File: src/rtl/memdec_pkg.sv
package memdec_pkg;

  typedef enum logic [1:0] {
    RG_NONE = 2'd0,
    RG_RAM0 = 2'd1,
    RG_RAM1 = 2'd2,
    RG_ROM  = 2'd3
  } region_e;

  localparam logic [3:0] TAG_RAM0 = 4'hD;
  localparam logic [3:0] TAG_RAM1 = 4'hE;
  localparam logic [3:0] TAG_ROM  = 4'hF;

  localparam logic [7:0] ROM_KEY_EVEN = 8'h3C;
  localparam logic [7:0] ROM_KEY_ODD  = 8'hC3;

  typedef struct packed {
    region_e    region;
    logic [1:0] laneEn;
    logic       rdStb;
    logic [1:0] weRam0;
    logic [1:0] weRam1;
  } busStrobes_t;

  function automatic logic [7:0] romByte(input logic oddLane, input logic [14:0] idx);
    return idx[7:0] ^ (oddLane ? ROM_KEY_ODD : ROM_KEY_EVEN);
  endfunction

endpackage

File: src/rtl/memdec_bank.sv
module memdec_bank #(
  parameter int AW = 6
) (
  input  logic          clk,
  input  logic          we,
  input  logic [AW-1:0] idx,
  input  logic [7:0]    wrByte,
  output logic [7:0]    rdByte
);
  localparam int DEPTH = 1 << AW;

  logic [7:0] cells [DEPTH];

  always_ff @(posedge clk) begin
    if (we) cells[idx] <= wrByte;
  end

  assign rdByte = cells[idx];
endmodule

File: src/rtl/memdec_ctrl.sv
module memdec_ctrl
  import memdec_pkg::*;
#(
  parameter int BANK_AW = 6
) (
  input  logic        clk,
  input  logic        rstN,
  input  logic [19:0] addr,
  input  logic        bheN,
  input  logic        rdEn,
  input  logic        wrEn,
  output busStrobes_t strobes,
  output logic        decErr
);
  localparam logic [15:0] LOW_MASK = 16'((32'd1 << (BANK_AW + 1)) - 32'd1);

  logic    windowHit;
  region_e region;
  logic [1:0] laneEn;

  assign windowHit = &(addr[15:0] | LOW_MASK);
  assign laneEn    = {~bheN, ~addr[0]};

  always_comb begin
    region = RG_NONE;
    if (windowHit) begin
      unique case (addr[19:16])
        TAG_RAM0: region = RG_RAM0;
        TAG_RAM1: region = RG_RAM1;
        TAG_ROM:  region = RG_ROM;
        default:  region = RG_NONE;
      endcase
    end
  end

  always_comb begin
    strobes.region = region;
    strobes.laneEn = laneEn;
    strobes.rdStb  = rdEn;
    strobes.weRam0 = (wrEn && region == RG_RAM0) ? laneEn : 2'b00;
    strobes.weRam1 = (wrEn && region == RG_RAM1) ? laneEn : 2'b00;
  end

  always_ff @(posedge clk) begin
    if (!rstN) decErr <= 1'b0;
    else       decErr <= (rdEn || wrEn) && (region == RG_NONE);
  end
endmodule

File: src/rtl/memdec_datapath.sv
module memdec_datapath
  import memdec_pkg::*;
#(
  parameter int BANK_AW = 6
) (
  input  logic               clk,
  input  logic               rstN,
  input  busStrobes_t        strobes,
  input  logic [BANK_AW-1:0] idx,
  input  logic [15:0]        wrData,
  output logic [15:0]        rdData
);
  localparam int PAIRS = 2;
  localparam int LANES = 2;

  logic [7:0]  ramByte [PAIRS][LANES];
  logic [7:0]  romLane [LANES];
  logic [15:0] nextWord;

  for (genvar p = 0; p < PAIRS; p++) begin : g_pair
    for (genvar l = 0; l < LANES; l++) begin : g_lane
      logic bankWe;
      if (p == 0) begin : g_we0
        assign bankWe = strobes.weRam0[l];
      end else begin : g_we1
        assign bankWe = strobes.weRam1[l];
      end
      memdec_bank #(.AW(BANK_AW)) u_bank (
        .clk    (clk),
        .we     (bankWe),
        .idx    (idx),
        .wrByte (wrData[8*l +: 8]),
        .rdByte (ramByte[p][l])
      );
    end
  end

  for (genvar l = 0; l < LANES; l++) begin : g_rom
    assign romLane[l] = romByte(l[0], 15'(idx));
  end

  always_comb begin
    nextWord = 16'hFFFF;
    for (int l = 0; l < LANES; l++) begin
      if (strobes.laneEn[l]) begin
        unique case (strobes.region)
          RG_RAM0: nextWord[8*l +: 8] = ramByte[0][l];
          RG_RAM1: nextWord[8*l +: 8] = ramByte[1][l];
          RG_ROM:  nextWord[8*l +: 8] = romLane[l];
          default: nextWord[8*l +: 8] = 8'hFF;
        endcase
      end
    end
  end

  always_ff @(posedge clk) begin
    if (!rstN)              rdData <= 16'hFFFF;
    else if (strobes.rdStb) rdData <= nextWord;
  end
endmodule

File: src/rtl/memdec_top.sv
module memdec_top
  import memdec_pkg::*;
#(
  parameter int BANK_AW = 6
) (
  input  logic        clk,
  input  logic        rstN,
  input  logic [19:0] addr,
  input  logic        bheN,
  input  logic        rdEn,
  input  logic        wrEn,
  input  logic [15:0] wrData,
  output logic [15:0] rdData,
  output logic        decErr
);
  busStrobes_t        strobes;
  logic [BANK_AW-1:0] idx;

  assign idx = addr[BANK_AW:1];

  memdec_ctrl #(.BANK_AW(BANK_AW)) u_ctrl (
    .clk     (clk),
    .rstN    (rstN),
    .addr    (addr),
    .bheN    (bheN),
    .rdEn    (rdEn),
    .wrEn    (wrEn),
    .strobes (strobes),
    .decErr  (decErr)
  );

  memdec_datapath #(.BANK_AW(BANK_AW)) u_dp (
    .clk     (clk),
    .rstN    (rstN),
    .strobes (strobes),
    .idx     (idx),
    .wrData  (wrData),
    .rdData  (rdData)
  );
endmodule

File: config.mk
export PLATFORM = sky130hd
export DESIGN_NAME = memdec_top
export DESIGN_NICKNAME = d
export VERILOG_FILES = /design/src/rtl/memdec_pkg.sv /design/src/rtl/memdec_bank.sv /design/src/rtl/memdec_ctrl.sv /design/src/rtl/memdec_datapath.sv /design/src/rtl/memdec_top.sv
export SDC_FILE = /design/constraint.sdc
export NUM_CORES = 2
export LEC_CHECK = 0
export BUFFER_PORTS_ARGS = -buffer_cell sky130_fd_sc_hd__buf_2
export CAP_MARGIN = 20
export CELL_PAD_IN_SITES_DETAIL_PLACEMENT = 1
export CELL_PAD_IN_SITES_GLOBAL_PLACEMENT = 2
export CORE_MARGIN = 10
export CORE_UTILIZATION = 25
export DETAILED_ROUTE_END_ITERATION = 8
export PLACE_DENSITY_LB_ADDON = 0.1
export SLEW_MARGIN = 20
export SYNTH_ARGS = -nofsm -noshare
export SYNTH_HDL_FRONTEND = slang
export SYNTH_SLANG_ARGS = --single-unit
File: constraint.sdc
create_clock -name clk -period 2.6 [get_ports clk]
set_input_delay 0.26 -clock clk [delete_from_list [all_inputs] [get_ports clk]]
set_output_delay 0.26 -clock clk [all_outputs]
set_load 0.01 [all_outputs]
==> impl_metrics.xml <==
<?xml version="1.0" encoding="UTF-8"?>
<metrics>
  <group name="status">
    <metric name="status" unit="">finished, final reports clean</metric>
  </group>
  <group name="cts">
    <metric name="tritoncts" unit="">built</metric>
    <metric name="tritoncts_sink_count" unit="">2065</metric>
    <metric name="post-cts-setup-buffer-count" unit="">0</metric>
    <metric name="max-clock-path-buffers" unit="">4</metric>
    <metric name="cts_root_buffer" unit="">sky130_fd_sc_hd__clkbuf_16</metric>
    <metric name="worst_setup_hold_path_clk_slew" unit="ns">0.06</metric>
    <metric name="clock_latency" unit="ns">0.92</metric>
    <metric name="htree_levels" unit="">4</metric>
    <metric name="cts-buffers-inserted" unit="">239</metric>
  </group>
  <group name="global_route">
    <metric name="grt_overflow" unit="">0</metric>
    <metric name="grt_usage" unit="%">20.1</metric>
    <metric name="number_of_global_route_vias_before_repair" unit="">51900</metric>
    <metric name="initial_antenna_violation_count" unit="">23</metric>
    <metric name="pin_count_of_the_biggest_net_entering_global_routing" unit="">129</metric>
    <metric name="grt_pass1_wl" unit="um">485000</metric>
  </group>
  <group name="critical_path">
    <metric name="reg2reg_depth" unit="">8</metric>
    <metric name="crit_required" unit="ns">3.37</metric>
    <metric name="crit_type" unit="">flop to flop</metric>
    <metric name="timing.critical_path.slowest_stage_cell" unit="">sky130_fd_sc_hd__a311oi_1</metric>
    <metric name="critical_path.startpoint_type" unit="">flop</metric>
    <metric name="crit_end" unit="">u_dp.rdData[14]$_SDFFE_PN1P_</metric>
    <metric name="crit_path_start" unit="">u_dp.g_pair[0].g_lane[1].u_bank.cells[50][6]$_DFFE_PP_</metric>
    <metric name="cp.arrival" unit="ns">3.18</metric>
    <metric name="crit-reg2reg-launch" unit="">u_dp.g_pair[0].g_lane[1].u_bank.cells[50][6]$_DFFE_PP_</metric>
    <metric name="crit_path_cell_trace" unit="">mux4_2 &gt; nand2_1 &gt; a21oi_1 &gt; a311oi_1 &gt; buf_4 &gt; a2111oi_0 &gt; a21oi_1 &gt; o31ai_1</metric>
    <metric name="critical_path.most_common_cell" unit="">sky130_fd_sc_hd__a21oi_1</metric>
    <metric name="critical_path.max_fanout" unit="">1</metric>
    <metric name="reg2reg_slack" unit="ns">0.19</metric>
    <metric name="timing.critical_path.to_type" unit="">flop</metric>
    <metric name="endpoint_of_the_most_critical_register_to_register_path" unit="">u_dp.rdData[14]$_SDFFE_PN1P_</metric>
    <metric name="worst_path_largest_cell_delay" unit="ns">0.63</metric>
  </group>
  <group name="synth">
    <metric name="post-synth-top-area-cell" unit="">sky130_fd_sc_hd__edfxtp_1</metric>
    <metric name="postSynth.topFlopCell" unit="">sky130_fd_sc_hd__edfxtp_1</metric>
    <metric name="sequential_element_share_of_the_synthesized_area" unit="%">76.4</metric>
    <metric name="post_synth_instance_area" unit="sq um">80900</metric>
    <metric name="synthesis.area_per_instance" unit="sq um">17.4</metric>
    <metric name="yosys-top-cells-area" unit="">sky130_fd_sc_hd__edfxtp_1, sky130_fd_sc_hd__mux4_2, sky130_fd_sc_hd__mux2_2</metric>
    <metric name="synthesis.instances" unit="">4637</metric>
    <metric name="post_synth_most_frequent_cells" unit="">sky130_fd_sc_hd__edfxtp_1, sky130_fd_sc_hd__nor2_1, sky130_fd_sc_hd__o22ai_1, sky130_fd_sc_hd__nand2_1, sky130_fd_sc_hd__mux2_2</metric>
    <metric name="synth-seq-cells" unit="">2065</metric>
    <metric name="synth_enable_flop_cells" unit="">2048</metric>
    <metric name="async_flop_share" unit="%">0</metric>
    <metric name="synth_warnings" unit="">0</metric>
    <metric name="cell_variety_after_synth" unit="">89</metric>
    <metric name="mappedNetlistNets" unit="">4678</metric>
    <metric name="area_fraction_of_the_dominant_cell_type_after_synthesis" unit="%">76.0</metric>
    <metric name="yosysMostFrequentCell" unit="">sky130_fd_sc_hd__edfxtp_1</metric>
  </group>
  <group name="routing">
    <metric name="drt_first_pass_iters" unit="">7</metric>
    <metric name="ant_nets" unit="">0</metric>
    <metric name="drc" unit="">0</metric>
    <metric name="initialDrtViolationCount" unit="">4619</metric>
    <metric name="wl_per_cell" unit="um">35.3</metric>
    <metric name="wirelength" unit="um">363000</metric>
    <metric name="vias_per_cell" unit="">4.90</metric>
    <metric name="num_vias" unit="">50400</metric>
  </group>
  <group name="floorplanning">
    <metric name="initial_util" unit="%">25.1</metric>
    <metric name="die_y" unit="um">589</metric>
    <metric name="die_width" unit="um">589</metric>
    <metric name="coreArea" unit="sq um">322000</metric>
    <metric name="top_level_ports" unit="">58</metric>
    <metric name="total_die_area" unit="sq um">347000</metric>
    <metric name="rows" unit="">208</metric>
  </group>
  <group name="timing">
    <metric name="final-hold-violation-count" unit="">0</metric>
    <metric name="fmax" unit="MHz">415</metric>
    <metric name="finalHoldWorstSlack" unit="ns">0.0503</metric>
    <metric name="report.final.slew_viol_count" unit="">0</metric>
    <metric name="worst_slew_margin_rel" unit="%">26.3</metric>
    <metric name="unrepaired_setup_endpoints_after_global_routing" unit="">no</metric>
    <metric name="timing_worst_slew_pin_value" unit="ns">1.10</metric>
    <metric name="portion_of_the_clock_cycle_consumed_by_the_worst_path_in_the_final_layout" unit="%">92.7</metric>
    <metric name="final.setup.tns" unit="ns">0</metric>
    <metric name="clock_skew" unit="ns">0.0530</metric>
    <metric name="final_period_minus_worst_setup_slack" unit="ns">2.41</metric>
    <metric name="setup_violations" unit="">0</metric>
  </group>
  <group name="power">
    <metric name="vdd.ir_drop.worst" unit="mV">0.551</metric>
    <metric name="powerDensity" unit="nW/um^2">718</metric>
    <metric name="leakagePower" unit="uW">0.0339</metric>
  </group>
  <group name="layout">
    <metric name="syn_to_final_growth" unit="%">28.0</metric>
    <metric name="stdcell_count" unit="">10300</metric>
    <metric name="fraction_of_layout_instances_using_a_drive_strength_above_1" unit="%">31.7</metric>
    <metric name="multi_input_area" unit="sq um">17100</metric>
    <metric name="layout.cell_area.non_filler" unit="sq um">104000</metric>
    <metric name="fillCellCount" unit="">33100</metric>
    <metric name="combined_flip_flop_and_latch_cell_area" unit="sq um">61800</metric>
    <metric name="fin_nets" unit="">5815</metric>
  </group>
  <group name="job">
    <metric name="max_cap_viol_count" unit="">0</metric>
  </group>
  <group name="placement">
    <metric name="gp_routability_congestion" unit="">0.825</metric>
    <metric name="placed_cells" unit="">9816</metric>
    <metric name="postPlaceCellArea" unit="sq um">96000</metric>
    <metric name="placement.io_buffers" unit="">57</metric>
    <metric name="place.detailed.hpwl" unit="um">256000</metric>
  </group>
  <group name="hold_path">
    <metric name="worstHoldPathType" unit="">primary input to flop</metric>
  </group>
</metrics>
critical path: cells and delay by family, from the launching register on:
family | cells | cell delay (ns)
AOI/OAI and AO/OA | 5 | 1.08
muxes | 1 | 0.46
DFF | 1 | 0.37
and+or+nand+nor | 1 | 0.14
buffers and inverters | 1 | 0.22
cells in the final DEF (no fill, tap or decap), drive strengths merged, types with 141 or more instances in the layout:
cell / n
mux2i: 141
o221ai: 157
mux4: 142
o21ai: 142
buf: 1186
edfxtp: 2048
o22ai: 302
mux2: 207
nor2: 413
clkbuf: 313
a21oi: 158
nand2: 221
per-layer routing:
metal  track usage [%]  vias to the layer above  share of wire (%)
met5                 0                        -                  0
met4              4.16                        0                2.2
met3              2.33                      341                4.0
met2              33.0                     1305                 47
met1              28.8                    27600                 47
li1                  -                    21100                  -
repair_timing:
action                     4_1_cts  5_1_grt
setup endpoints to repair        1        1
hold buffers                    22        0
gates resized for setup          1        1
hold endpoints to repair       738        0
power breakdown:
group / total [uW] / internal (uW) / switching (uW)
sequential: 36600 / 36600 / 0.225
clock: 32500 / 18300 / 14100
combinational: 5290 / 1840 / 3460
total: 74300 / 56700 / 17600
stage by stage:
stage | power [uW] | util, % | setup slack, ns
6_report | 74300 | 32.2 | 0.191
5_1_grt | 76600 | 32.2 | 0.168
4_1_cts | 75200 | 32.2 | 0.0275
3_5_place_dp | 42600 | 29.8 | -0.891
3_3_place_gp | 42600 | 29.8 | -0.918
2_1_floorplan | 39100 | - | 0.0916
cells by family (layout without fill, tap and decap cells):
family          after synthesis  count (layout)  synth area share [%]
compound gates              996             996                  8.38
buf+inv                     317            1642                  2.56
flops                      2065            2065                  76.4
mux                         490             490                  8.62
other cells                   0               5                     0
simple gates                769             769                  4.00
layout make-up:
type                       count  area share (%)
timing repair buffer        1208            11.4
inverter                       5          0.0278
multi-input combinational   2255            16.5
sequential                  2065            59.7
clock inverter               116           0.938
clock buffer                 313            6.15
tap                         4305            5.20
antenna                        5          0.0121
flip-flops by register name, indices dropped and copies added (netlist names):
signal and count:
u_dp.g_pair.g_lane.u_bank.cells 2048, u_ctrl.decErr 1, u_dp.rdData 16
worst min-delay path by stage:
stage	start	to	slack, ns	cells past startpoint
final	rstN	u_dp.rdData[7]$_SDFFE_PN1P_	0.05	5
after global routing	rstN	u_dp.rdData[9]$_SDFFE_PN1P_	0.06	6
after CTS	rstN	u_dp.rdData[9]$_SDFFE_PN1P_	0.0002	6
after detailed placement	wrData[14]	u_dp.g_pair[1].g_lane[1].u_bank.cells[49][6]$_DFFE_PP_	0.51	1
after global placement	wrData[14]	u_dp.g_pair[1].g_lane[1].u_bank.cells[49][6]$_DFFE_PP_	0.51	1
after floorplan	wrData[0]	u_dp.g_pair[0].g_lane[0].u_bank.cells[0][0]$_DFFE_PP_	0.36	0
Note: power is estimated with default switching activity, not from simulation.
